### config.mk
export PLATFORM = sky130hd
export DESIGN_NAME = vic_entry_ctrl
export DESIGN_NICKNAME = d
export VERILOG_FILES = /design/src/rtl/vic_pkg.sv /design/src/rtl/vic_gie_reg.sv /design/src/rtl/vic_mask_reg.sv /design/src/rtl/vic_pick.sv /design/src/rtl/vic_entry_ctrl.sv
export SDC_FILE = /design/constraint.sdc
export NUM_CORES = 1
export LEC_CHECK = 0
export BUFFER_PORTS_ARGS = -buffer_cell sky130_fd_sc_hd__buf_2
export CAP_MARGIN = 20
export CELL_PAD_IN_SITES_DETAIL_PLACEMENT = 0
export CELL_PAD_IN_SITES_GLOBAL_PLACEMENT = 1
export CORE_ASPECT_RATIO = 1.5
export CORE_MARGIN = 2
export CORE_UTILIZATION = 36
export CTS_BUF_LIST = sky130_fd_sc_hd__clkbuf_4 sky130_fd_sc_hd__clkbuf_8
export CTS_CLUSTER_SIZE = 30
export DETAILED_ROUTE_END_ITERATION = 7
export HOLD_SLACK_MARGIN = 0.15
export PLACE_DENSITY_LB_ADDON = 0.1
export SYNTH_ARGS = -nofsm -noshare
export SYNTH_HDL_FRONTEND = slang
export SYNTH_SLANG_ARGS = --single-unit
### constraint.sdc
create_clock -name clk -period 2.6 [get_ports clk]
set_input_delay 0 -clock clk [delete_from_list [all_inputs] [get_ports clk]]
set_output_delay 0 -clock clk [all_outputs]
set_load 0.02 [all_outputs]
### src/rtl/vic_pkg.sv
package vic_pkg;
   // Indices of the synchronous exceptions (0 and 2..5)
   parameter logic [63:0] VIC_SYNC_DEFAULT = 64'h0000_0000_0000_003D;
   parameter int VIC_MAX_SRC = 64;

   typedef enum logic {
      ST_IDLE = 1'b0,
      ST_WAIT = 1'b1
   } vic_state_t;
endpackage

### src/rtl/vic_gie_reg.sv
module vic_gie_reg (
   input  logic clk,
   input  logic rst_n,
   input  logic set_cmd,
   input  logic clr_cmd,
   input  logic priv_ok,
   input  logic entry_clr,
   output logic gie
);
   always_ff @(posedge clk) begin
      if (!rst_n)
         gie <= 1'b0;
      else if (entry_clr)
         gie <= 1'b0;
      else if (priv_ok && clr_cmd)
         gie <= 1'b0;
      else if (priv_ok && set_cmd)
         gie <= 1'b1;
   end

   // in user mode the enable can never rise
   assert_no_user_set_R10: assert property (@(posedge clk) disable iff (!rst_n)
      (!priv_ok && !entry_clr) |=> $stable(gie));
   // an entry always leaves the enable low
   assert_entry_clears_gie_R4: assert property (@(posedge clk) disable iff (!rst_n)
      entry_clr |=> !gie);
endmodule

### src/rtl/vic_mask_reg.sv
module vic_mask_reg #(
   parameter int          NUM_SRC  = 32,
   parameter logic [63:0] MASK_RST = '1,
   localparam int         IDX_W    = $clog2(NUM_SRC)
) (
   input  logic               clk,
   input  logic               rst_n,
   input  logic               wr,
   input  logic [NUM_SRC-1:0] wdata,
   input  logic               clr_en,
   input  logic [IDX_W-1:0]   clr_idx,
   output logic [NUM_SRC-1:0] mask
);
   for (genvar i = 0; i < NUM_SRC; i++) begin : g_bit
      always_ff @(posedge clk) begin
         if (!rst_n)
            mask[i] <= MASK_RST[i];
         else if (clr_en && (clr_idx == IDX_W'(i)))
            mask[i] <= 1'b0;
         else if (wr)
            mask[i] <= wdata[i];
      end
   end

   // the accepted bit reads zero after entry
   assert_clear_wins_R5: assert property (@(posedge clk) disable iff (!rst_n)
      clr_en |=> !mask[$past(clr_idx)]);
   // without write or clear the mask keeps its value
   assert_mask_hold_R12: assert property (@(posedge clk) disable iff (!rst_n)
      (!wr && !clr_en) |=> $stable(mask));
endmodule

### src/rtl/vic_pick.sv
module vic_pick #(
   parameter int  NUM_SRC = 32,
   localparam int IDX_W   = $clog2(NUM_SRC)
) (
   input  logic [NUM_SRC-1:0] cand,
   output logic               hit,
   output logic [IDX_W-1:0]   idx
);
   always_comb begin
      idx = '0;
      for (int i = NUM_SRC - 1; i >= 0; i--) begin
         if (cand[i]) idx = IDX_W'(i);
      end
   end
   assign hit = |cand;

   // the chosen bit is set and nothing below it is set
   always_comb begin
      if (hit) begin
         assert_pick_lowest_R2: assert (cand[idx] && ((cand & ((NUM_SRC'(1) << idx) - NUM_SRC'(1))) == '0));
      end
   end
endmodule

### src/rtl/vic_entry_ctrl.sv
module vic_entry_ctrl
   import vic_pkg::*;
#(
   parameter int          NUM_SRC    = 32,
   parameter int          ADDR_W     = 32,
   parameter logic [31:0] TABLE_BASE = 32'h0000_0100,
   parameter int          NMI_IDX    = 1,
   parameter logic [63:0] SYNC_MAP   = VIC_SYNC_DEFAULT,
   parameter logic [63:0] MASK_RST   = '1,
   localparam int         IDX_W      = $clog2(NUM_SRC)
) (
   input  logic               clk,
   input  logic               rst_n,
   input  logic [NUM_SRC-1:0] src_pend,
   input  logic               swi_req,
   input  logic [IDX_W-1:0]   swi_idx,
   input  logic               set_ie,
   input  logic               clr_ie,
   input  logic               user_mode,
   input  logic               mask_wr,
   input  logic [NUM_SRC-1:0] mask_wdata,
   input  logic               ack,
   output logic               entry_req,
   output logic [IDX_W-1:0]   entry_idx,
   output logic [ADDR_W-1:0]  vec_addr,
   output logic               gie,
   output logic [NUM_SRC-1:0] mask_q
);
   if (NUM_SRC < 8 || NUM_SRC > VIC_MAX_SRC) begin : g_bad_num
      $error("vic_entry_ctrl: NUM_SRC must lie in 8..64");
   end
   if (NMI_IDX < 0 || NMI_IDX >= NUM_SRC) begin : g_bad_nmi
      $error("vic_entry_ctrl: NMI_IDX out of range");
   end
   if (ADDR_W < IDX_W || ADDR_W > 32) begin : g_bad_addr
      $error("vic_entry_ctrl: ADDR_W must lie in IDX_W..32");
   end

   vic_state_t         state_q;
   logic [NUM_SRC-1:0] elig;
   logic [NUM_SRC-1:0] swi_vec;
   logic [NUM_SRC-1:0] cand;
   logic               pick_hit;
   logic [IDX_W-1:0]   pick_idx;
   logic               accept;

   // Eligibility per source class
   for (genvar i = 0; i < NUM_SRC; i++) begin : g_elig
      if (i == NMI_IDX) begin : g_nmi
         assign elig[i] = src_pend[i];
      end else if (SYNC_MAP[i]) begin : g_sync
         assign elig[i] = src_pend[i] & mask_q[i];
      end else begin : g_plat
         assign elig[i] = src_pend[i] & mask_q[i] & gie;
      end
   end

   assign swi_vec = swi_req ? (NUM_SRC'(1) << swi_idx) : '0;
   assign cand    = (state_q == ST_IDLE) ? (elig | swi_vec) : '0;

   vic_pick #(.NUM_SRC(NUM_SRC)) u_pick (
      .cand (cand),
      .hit  (pick_hit),
      .idx  (pick_idx)
   );

   assign accept = pick_hit;

   vic_gie_reg u_gie (
      .clk       (clk),
      .rst_n     (rst_n),
      .set_cmd   (set_ie),
      .clr_cmd   (clr_ie),
      .priv_ok   (!user_mode),
      .entry_clr (accept),
      .gie       (gie)
   );

   vic_mask_reg #(.NUM_SRC(NUM_SRC), .MASK_RST(MASK_RST)) u_mask (
      .clk     (clk),
      .rst_n   (rst_n),
      .wr      (mask_wr),
      .wdata   (mask_wdata),
      .clr_en  (accept),
      .clr_idx (pick_idx),
      .mask    (mask_q)
   );

   always_ff @(posedge clk) begin
      if (!rst_n) begin
         state_q   <= ST_IDLE;
         entry_idx <= '0;
         vec_addr  <= '0;
      end else begin
         case (state_q)
            ST_IDLE: if (accept) begin
               state_q   <= ST_WAIT;
               entry_idx <= pick_idx;
               vec_addr  <= TABLE_BASE[ADDR_W-1:0] + ADDR_W'(pick_idx);
            end
            ST_WAIT: if (ack) state_q <= ST_IDLE;
            default: state_q <= ST_IDLE;
         endcase
      end
   end

   assign entry_req = (state_q == ST_WAIT);

   // request, index and vector hold until acknowledged
   assert_req_hold_R9: assert property (@(posedge clk) disable iff (!rst_n)
      (entry_req && !ack) |=> (entry_req && $stable(entry_idx) && $stable(vec_addr)));
   // vector matches index for the whole request
   assert_vec_match_R3: assert property (@(posedge clk) disable iff (!rst_n)
      entry_req |-> (vec_addr == TABLE_BASE[ADDR_W-1:0] + ADDR_W'(entry_idx)));
   // a fresh request always sees interrupts disabled
   assert_rise_gie_low_R4: assert property (@(posedge clk) disable iff (!rst_n)
      $rose(entry_req) |-> !gie);
   // the non-maskable source is taken from idle
   assert_nmi_taken_R6: assert property (@(posedge clk) disable iff (!rst_n)
      (!entry_req && src_pend[NMI_IDX]) |=> entry_req);
endmodule

# Word-level counts from Yosys, hierarchy flattened
# Cells that the tools add are included.
# W data, S select, Z words.
[word_totals]
input_bits = 77
regBits = 71
word_cells = 301
out_inout_bits = 71
[op_classes]
n_reduce_logical = 71
muxes = 101
bitwise = 60
n_addsub = 1
shift = 1
n_eq_ne = 31
[op_table]
columns = ["op", "count"]
rows = [
  ["$mux W5", 32],
  ["$eq A5 B5 Y1 const B", 16],
  ["$mux W1", 66],
  ["$mux W32", 2],
  ["$reduce_bool A2 Y1", 32],
  ["$and A1 B1 Y1", 57],
  ["$eq A5 B4 Y1 const B", 8],
  ["$logic_and A1 B1 Y1", 34],
  ["$reduce_or A34 Y1", 1],
  ["$or A32 B32 Y32", 1],
  ["$reduce_or A32 Y1", 1],
  ["$shl A1 B5 Y32 const A", 1],
  ["$eq A5 B3 Y1 const B", 4],
  ["$add A9 B5 Y10 const A", 1],
  ["$eq A5 B2 Y1 const B", 2],
  ["$eq A5 B1 Y1 const B", 1],
  ["$logic_not A5 Y1", 1],
  ["$not A1 Y1", 2],
  ["$pmux W1 S2", 1],
  ["$reduce_and A2 Y1", 1],
  ["$logic_not A1 Y1", 1],
]

# Logic depth before layout (Yosys ltp)
[depth]
depth_word = 39
ltp_mapped = 10
ltp_nobuf = 7

# Hierarchy
# A second synthesis with hierarchy kept.
[unflattened]
cells_unflattened = 342
area_unflattened_um2 = 2980.4
[by_module_without_submodules]
columns = ["module", "instances", "area_per_inst_um2", "cells_per_inst", "seq_area_each_um2"]
rows = [
  ["vic_mask_reg", 1, 1443.9, 119, 640.6],
  ["vic_entry_ctrl", 1, 1107.3, 154, 140.1],
  ["vic_pick", 1, 385.4, 65, 0.0],
  ["vic_gie_reg", 1, 43.8, 4, 20.0],
]

# Worst setup path before layout
# No wires, ideal clock.
[synth_timing]
kind = "reg-to-reg"
start = "register u_gie.gie"
end = "register u_mask.mask[12]"
n_path_buf = 2
stages_incl_launch_ff = 10
t_required_ps = 2462
arrival_time_ps = 2065
period_less_slack_ps = 2202
setup_ps = 138
slack_ps = 398
cell_sequence = "dfxtp_1 buf_2 buf_2 nand3_1 o31ai_2 a22oi_1 a211oi_1 o211ai_2 a32oi_2 a22oi_1"
[synth_via]
elab_chain_len = 38
word_cells_on_any_way = 65
cone_classes = "eq/ne (1); mux (34); bitwise (27); reduce/logical (3)"
[synth_lines]
columns = ["item", "line", "text"]
rows = [
  ["start, declared", "vic_gie_reg.sv:8", "output logic gie"],
  ["start signal, assigned", "vic_gie_reg.sv:12", "gie <= 1'b0;"],
  ["start signal, assigned", "vic_gie_reg.sv:14", "gie <= 1'b0;"],
  ["start signal, assigned", "vic_gie_reg.sv:16", "gie <= 1'b0;"],
  ["$and A1 B1 Y1", "vic_entry_ctrl.sv:54", "assign elig[i] = src_pend[i] & mask_q[i] & gie;"],
  ["$or A32 B32 Y32 *", "vic_entry_ctrl.sv:59", "assign cand = (state_q == ST_IDLE) ? (elig | swi_vec) : '0;"],
  ["$mux W32 *", "vic_entry_ctrl.sv:59", ""],
  ["$mux W5 (32 in a row)", "vic_pick.sv:12", "if (cand[i]) idx = IDX_W'(i);"],
  ["$eq A5 B4 Y1", "vic_mask_reg.sv:18", "else if (clr_en && (clr_idx == IDX_W'(i)))"],
  ["$logic_and A1 B1 Y1 *", "vic_mask_reg.sv:18", ""],
  ["$mux W1 or $reduce_bool A2 Y1 (tied branches)", "-", ""],
  ["end signal, assigned by index", "vic_mask_reg.sv:17", "mask[i] <= MASK_RST[i];"],
  ["end signal, assigned by index", "vic_mask_reg.sv:21", "mask[i] <= wdata[i];"],
  ["end, declared", "vic_mask_reg.sv:12", "output logic [NUM_SRC-1:0] mask"],
]
# Every way passes the cells marked *; elsewhere a longest branch is shown, timed or not.
# A chain may end at the register's enable or synchronous reset.

# Worst setup path after layout
[layout_timing]
start = "register state_q, in the netlist entry_req"
end = "register u_mask.mask[8]"
[layout_via]
elab_chain_len = 36
word_cells_on_any_way = 38
cone_classes = "eq/ne (1); mux (34); reduce/logical (3)"
[layout_lines]
columns = ["item", "line", "text"]
rows = [
  ["start, declared", "vic_entry_ctrl.sv:39", "vic_state_t state_q;"],
  ["start signal, assigned", "vic_entry_ctrl.sv:91", "state_q <= ST_IDLE;"],
  ["start signal, assigned", "vic_entry_ctrl.sv:97", "state_q <= ST_WAIT;"],
  ["start signal, assigned", "vic_entry_ctrl.sv:101", "ST_WAIT: if (ack) state_q <= ST_IDLE;"],
  ["$mux W32 *", "vic_entry_ctrl.sv:59", ""],
  ["$mux W5 (32 in a row)", "vic_pick.sv:12", ""],
  ["$eq A5 B4 Y1", "vic_mask_reg.sv:18", ""],
  ["$logic_and A1 B1 Y1 *", "vic_mask_reg.sv:18", ""],
  ["$mux W1 or $reduce_bool A2 Y1 (tied branches)", "-", ""],
]
# Marks and branches as above.

==> impl_metrics.env <==
export IMPL_syn_cell_area_um2=3530
export IMPL_setup_violations=0
export IMPL_core_area_um2=9630
export IMPL_multi_input_area_um2=2410
export IMPL_cp_common_cell="a22oi_1"
export IMPL_finish_net_count=647
export IMPL_grt_overflow=0
export IMPL_htree_levels=2
export IMPL_setup_tns_ns=0
export IMPL_wl_met1_mm=5.80
export IMPL_synthCells=422
export IMPL_slew_violations=0
export IMPL_placementRows=44
export IMPL_synth_edff_count=0
export IMPL_worst_slew_pin_slew_ns=0.968
export IMPL_syn_to_final_growth_pct=30.8
export IMPL_cp_cell_sequence="buf_12 > inv_1 > o311a_1 > a22oi_1 > a211oi_1 > o211ai_2 > a32oi_4 > a22oi_1"
export IMPL_firstDrtPassIters=4
export IMPL_insertion_delay_ns=0.31
export IMPL_die_h_um=125
export IMPL_fill_cells=1009
export IMPL_met3_length_um=726
export IMPL_clkTransAtPathRegs_ns=0.08
export IMPL_power_leakage_uw=0.00199
export IMPL_cp_top_family="compound AO/OA/AOI/OAI gates"
export IMPL_grt_first_pass_wirelength_mm=22.5
export IMPL_place_port_buffers=121
export IMPL_pwr_share_comb_pct=39.9
export IMPL_p_sw_uw=804
export IMPL_cts_root_buf="clkbuf_8"
export IMPL_hold_violations=0
export IMPL_track_usage_pct=27.0
export IMPL_ys_seq_area_share_pct=22.7
export IMPL_p_sw_share_pct=39.0
export IMPL_critPathKind="flop to flop"
export IMPL_peakVddDrop_v=0.000440
export IMPL_pwr_share_seq_pct=34.8
export IMPL_highest_layer="met4"
export IMPL_synth_seq_cells=40
export IMPL_pre_cts_slack_ns=0.164
export IMPL_grt_start_max_net_pins=40
export IMPL_rsz0062_at_grt="no"
export IMPL_vias_per_cell=6.03
export IMPL_critPathSlowestCell="a211oi_1"
export IMPL_grt_pass1_vias=4080
export IMPL_seq_area_um2=801
export IMPL_antenna_found_initial=0
export IMPL_power_uw=2060
export IMPL_hp_class="input port to flop"
export IMPL_synth_top_area_share_pct=22.7
export IMPL_yosysWarnings=0
export IMPL_critPathMaxStageDelay_ns=0.45
export IMPL_async_flop_share_pct=0
export IMPL_status="finished clean"
export IMPL_drive_gt1_share_pct=29.9
export IMPL_arrival_ns=2.61
export IMPL_slew_headroom_pct=35.5
export IMPL_clockBufferDepth=2
export IMPL_drt_iter0_drc=261
export IMPL_powerDensity_nw_per_um2=447
export IMPL_syn_area_per_cell_um2=8.36
export IMPL_fmax_ghz=0.409
export IMPL_wl_per_cell_um=21.6
export IMPL_vias=4138
export IMPL_finalCritPeriodShare_pct=94.0
export IMPL_gp_congestion=0.952
export IMPL_yosysTopAreaCell="dfxtp_1"
export IMPL_ys_flop_type="dfxtp_1"
export IMPL_place_hpwl_mm=11.4
export IMPL_fin_crit_ns=2.44
export IMPL_synth_cell_types=86
export IMPL_cts_buffers_inserted=5
export IMPL_cts_tree="done"
export IMPL_p_int_uw=1260
export IMPL_cap_violations=0
export IMPL_cp_required_ns=2.77
export IMPL_die_width_um=84.8
export IMPL_path_buf_inv=2
export IMPL_post_cts_setup_buffer_count=0
export IMPL_fin_worst_skew_ns=0.00562
export IMPL_clkPwrFrac_pct=25.2
export IMPL_dieArea_um2=10600
export IMPL_initial_core_util_pct=36.6
export IMPL_clock_sinks=40
export IMPL_dr_wl_met2_mm=7.73
export IMPL_start_kind="flop"
export IMPL_worst_slack_ns=0.157
export IMPL_crit_path_end_kind="flop"
export IMPL_drt_drc_violations_left=0
export IMPL_cp_max_fo=21
export IMPL_synthTopCellsByArea="dfxtp_1 (23%), mux2i_1 (9.4%), buf_4 (7.9%), a32oi_1 (6.0%), a22oi_1 (4.0%)"
export IMPL_ant_nets=0
export IMPL_totalWireLength_mm=14.8
export IMPL_num_io_pins=148
export IMPL_diodes=0
-- state kept, by name, summed over array words and instances (netlist names) --
name / flops
entry_idx: 4
entry_req: 1
u_gie.gie: 1
u_mask.mask: 32
vec_addr: 2
-- synth_stat cells, types with 4 or more instances --
master / n
nor3_1: 5
mux2i_1: 33
clkbuf_1: 10
nand2b_1: 6
a211oi_1: 5
o32a_1: 4
inv_1: 6
a31oi_1: 7
nand4_1: 6
and2_1: 5
o21ai_0: 9
a32oi_1: 24
a311oi_1: 4
nand4b_1: 4
nor2b_1: 7
a21oi_1: 14
nor2_1: 19
buf_2: 11
buf_4: 37
nand3_1: 15
a22oi_1: 19
nand2_1: 33
a22o_1: 6
and3_1: 7
dfxtp_1: 40
-- cell type report --
type                       count  share of cell area (%)
clock buffer                   5                    1.49
clock inverter                 3                   0.922
inverter                       6                   0.488
multi-input combinational    340                    52.1
sequential                    40                    17.3
tap                          115                    3.12
timing repair buffer         177                    24.5
-- cells by family (layout without fill, tap and decap cells) --
family	Yosys count	after routing	share of synthesized area [%]
other	1	26	0.106
buffers and inverters	67	191	12.1
AND/OR/NAND/NOR	135	135	21.6
flip-flops	40	40	22.7
XOR/XNOR	1	1	0.248
AO/OA/AOI/OAI	145	145	33.9
multiplexers	33	33	9.36
-- power groups by stage --
stage,clock network [µW],logic (µW),registers (µW)
floorplan,0,473,773
global placement,0,767,730
detailed placement,0,765,730
CTS,528,810,716
global route,546,881,726
finish,521,824,718
-- path summary, 6_finish.rpt --
kind | slack (ns) | endpoint | cells after the start | start
min | 0.16 | u_mask.mask[2] | 4 | src_pend[2]
max reg2reg | 0.16 | u_mask.mask[8] | 8 | entry_req
min reg2reg | 0.47 | vec_addr[8] | 2 | vec_addr[8]
max | 0.16 | u_mask.mask[8] | 8 | entry_req
-- metal layers --
metal,up-vias,GRT usage (%)
met5,-,0
met4,0,12.0
met3,29,2.97
met2,192,48.2
met1,2009,32.1
li1,1908,-
-- worst reg2reg max path, stage by stage (launching register included) --
cell      delay, ns
dfxtp_1        0.34
buf_12         0.16
inv_1          0.33
o311a_1        0.27
a22oi_1        0.09
a211oi_1       0.45
o211ai_2       0.18
a32oi_4        0.36
a22oi_1        0.15
-- cell usage in the layout, fill, tap and decap left out, drive strengths merged, types with 8 or more instances in the layout --
| cell | n |
|---|---|
| conb | 26 |
| mux2i | 33 |
| a21oi | 15 |
| nor2 | 21 |
| nand2 | 35 |
| nand3 | 15 |
| o21ai | 12 |
| a22oi | 19 |
| a32oi | 25 |
| dlygate4sd3 | 37 |
| buf | 140 |
| a31oi | 8 |
| dfxtp | 40 |
-- timing repair --
action / 4_1_cts / 5_1_grt
setup endpoints to repair: 0 / 1
hold buffers: 37 / 0
resized for setup: 0 / 1
hold endpoints to repair: 34 / 0
-- metrics by stage --
| stage | util, % | hold slack (ns) | std cells | instance area, µm² |
|---|---|---|---|---|
| after CTS | 47.8 | 0.162 | 686 | 4600 |
| final | 47.9 | 0.159 | 686 | 4620 |
| after global routing | 47.9 | 0.196 | 686 | 4620 |
| after floorplan | - | 0.190 | 447 | 3620 |
| after detailed placement | 42.8 | 0.303 | 641 | 4120 |
| after global placement | 42.8 | 0.293 | 641 | 4120 |
No activity file was read; power rests on OpenSTA's default activity.
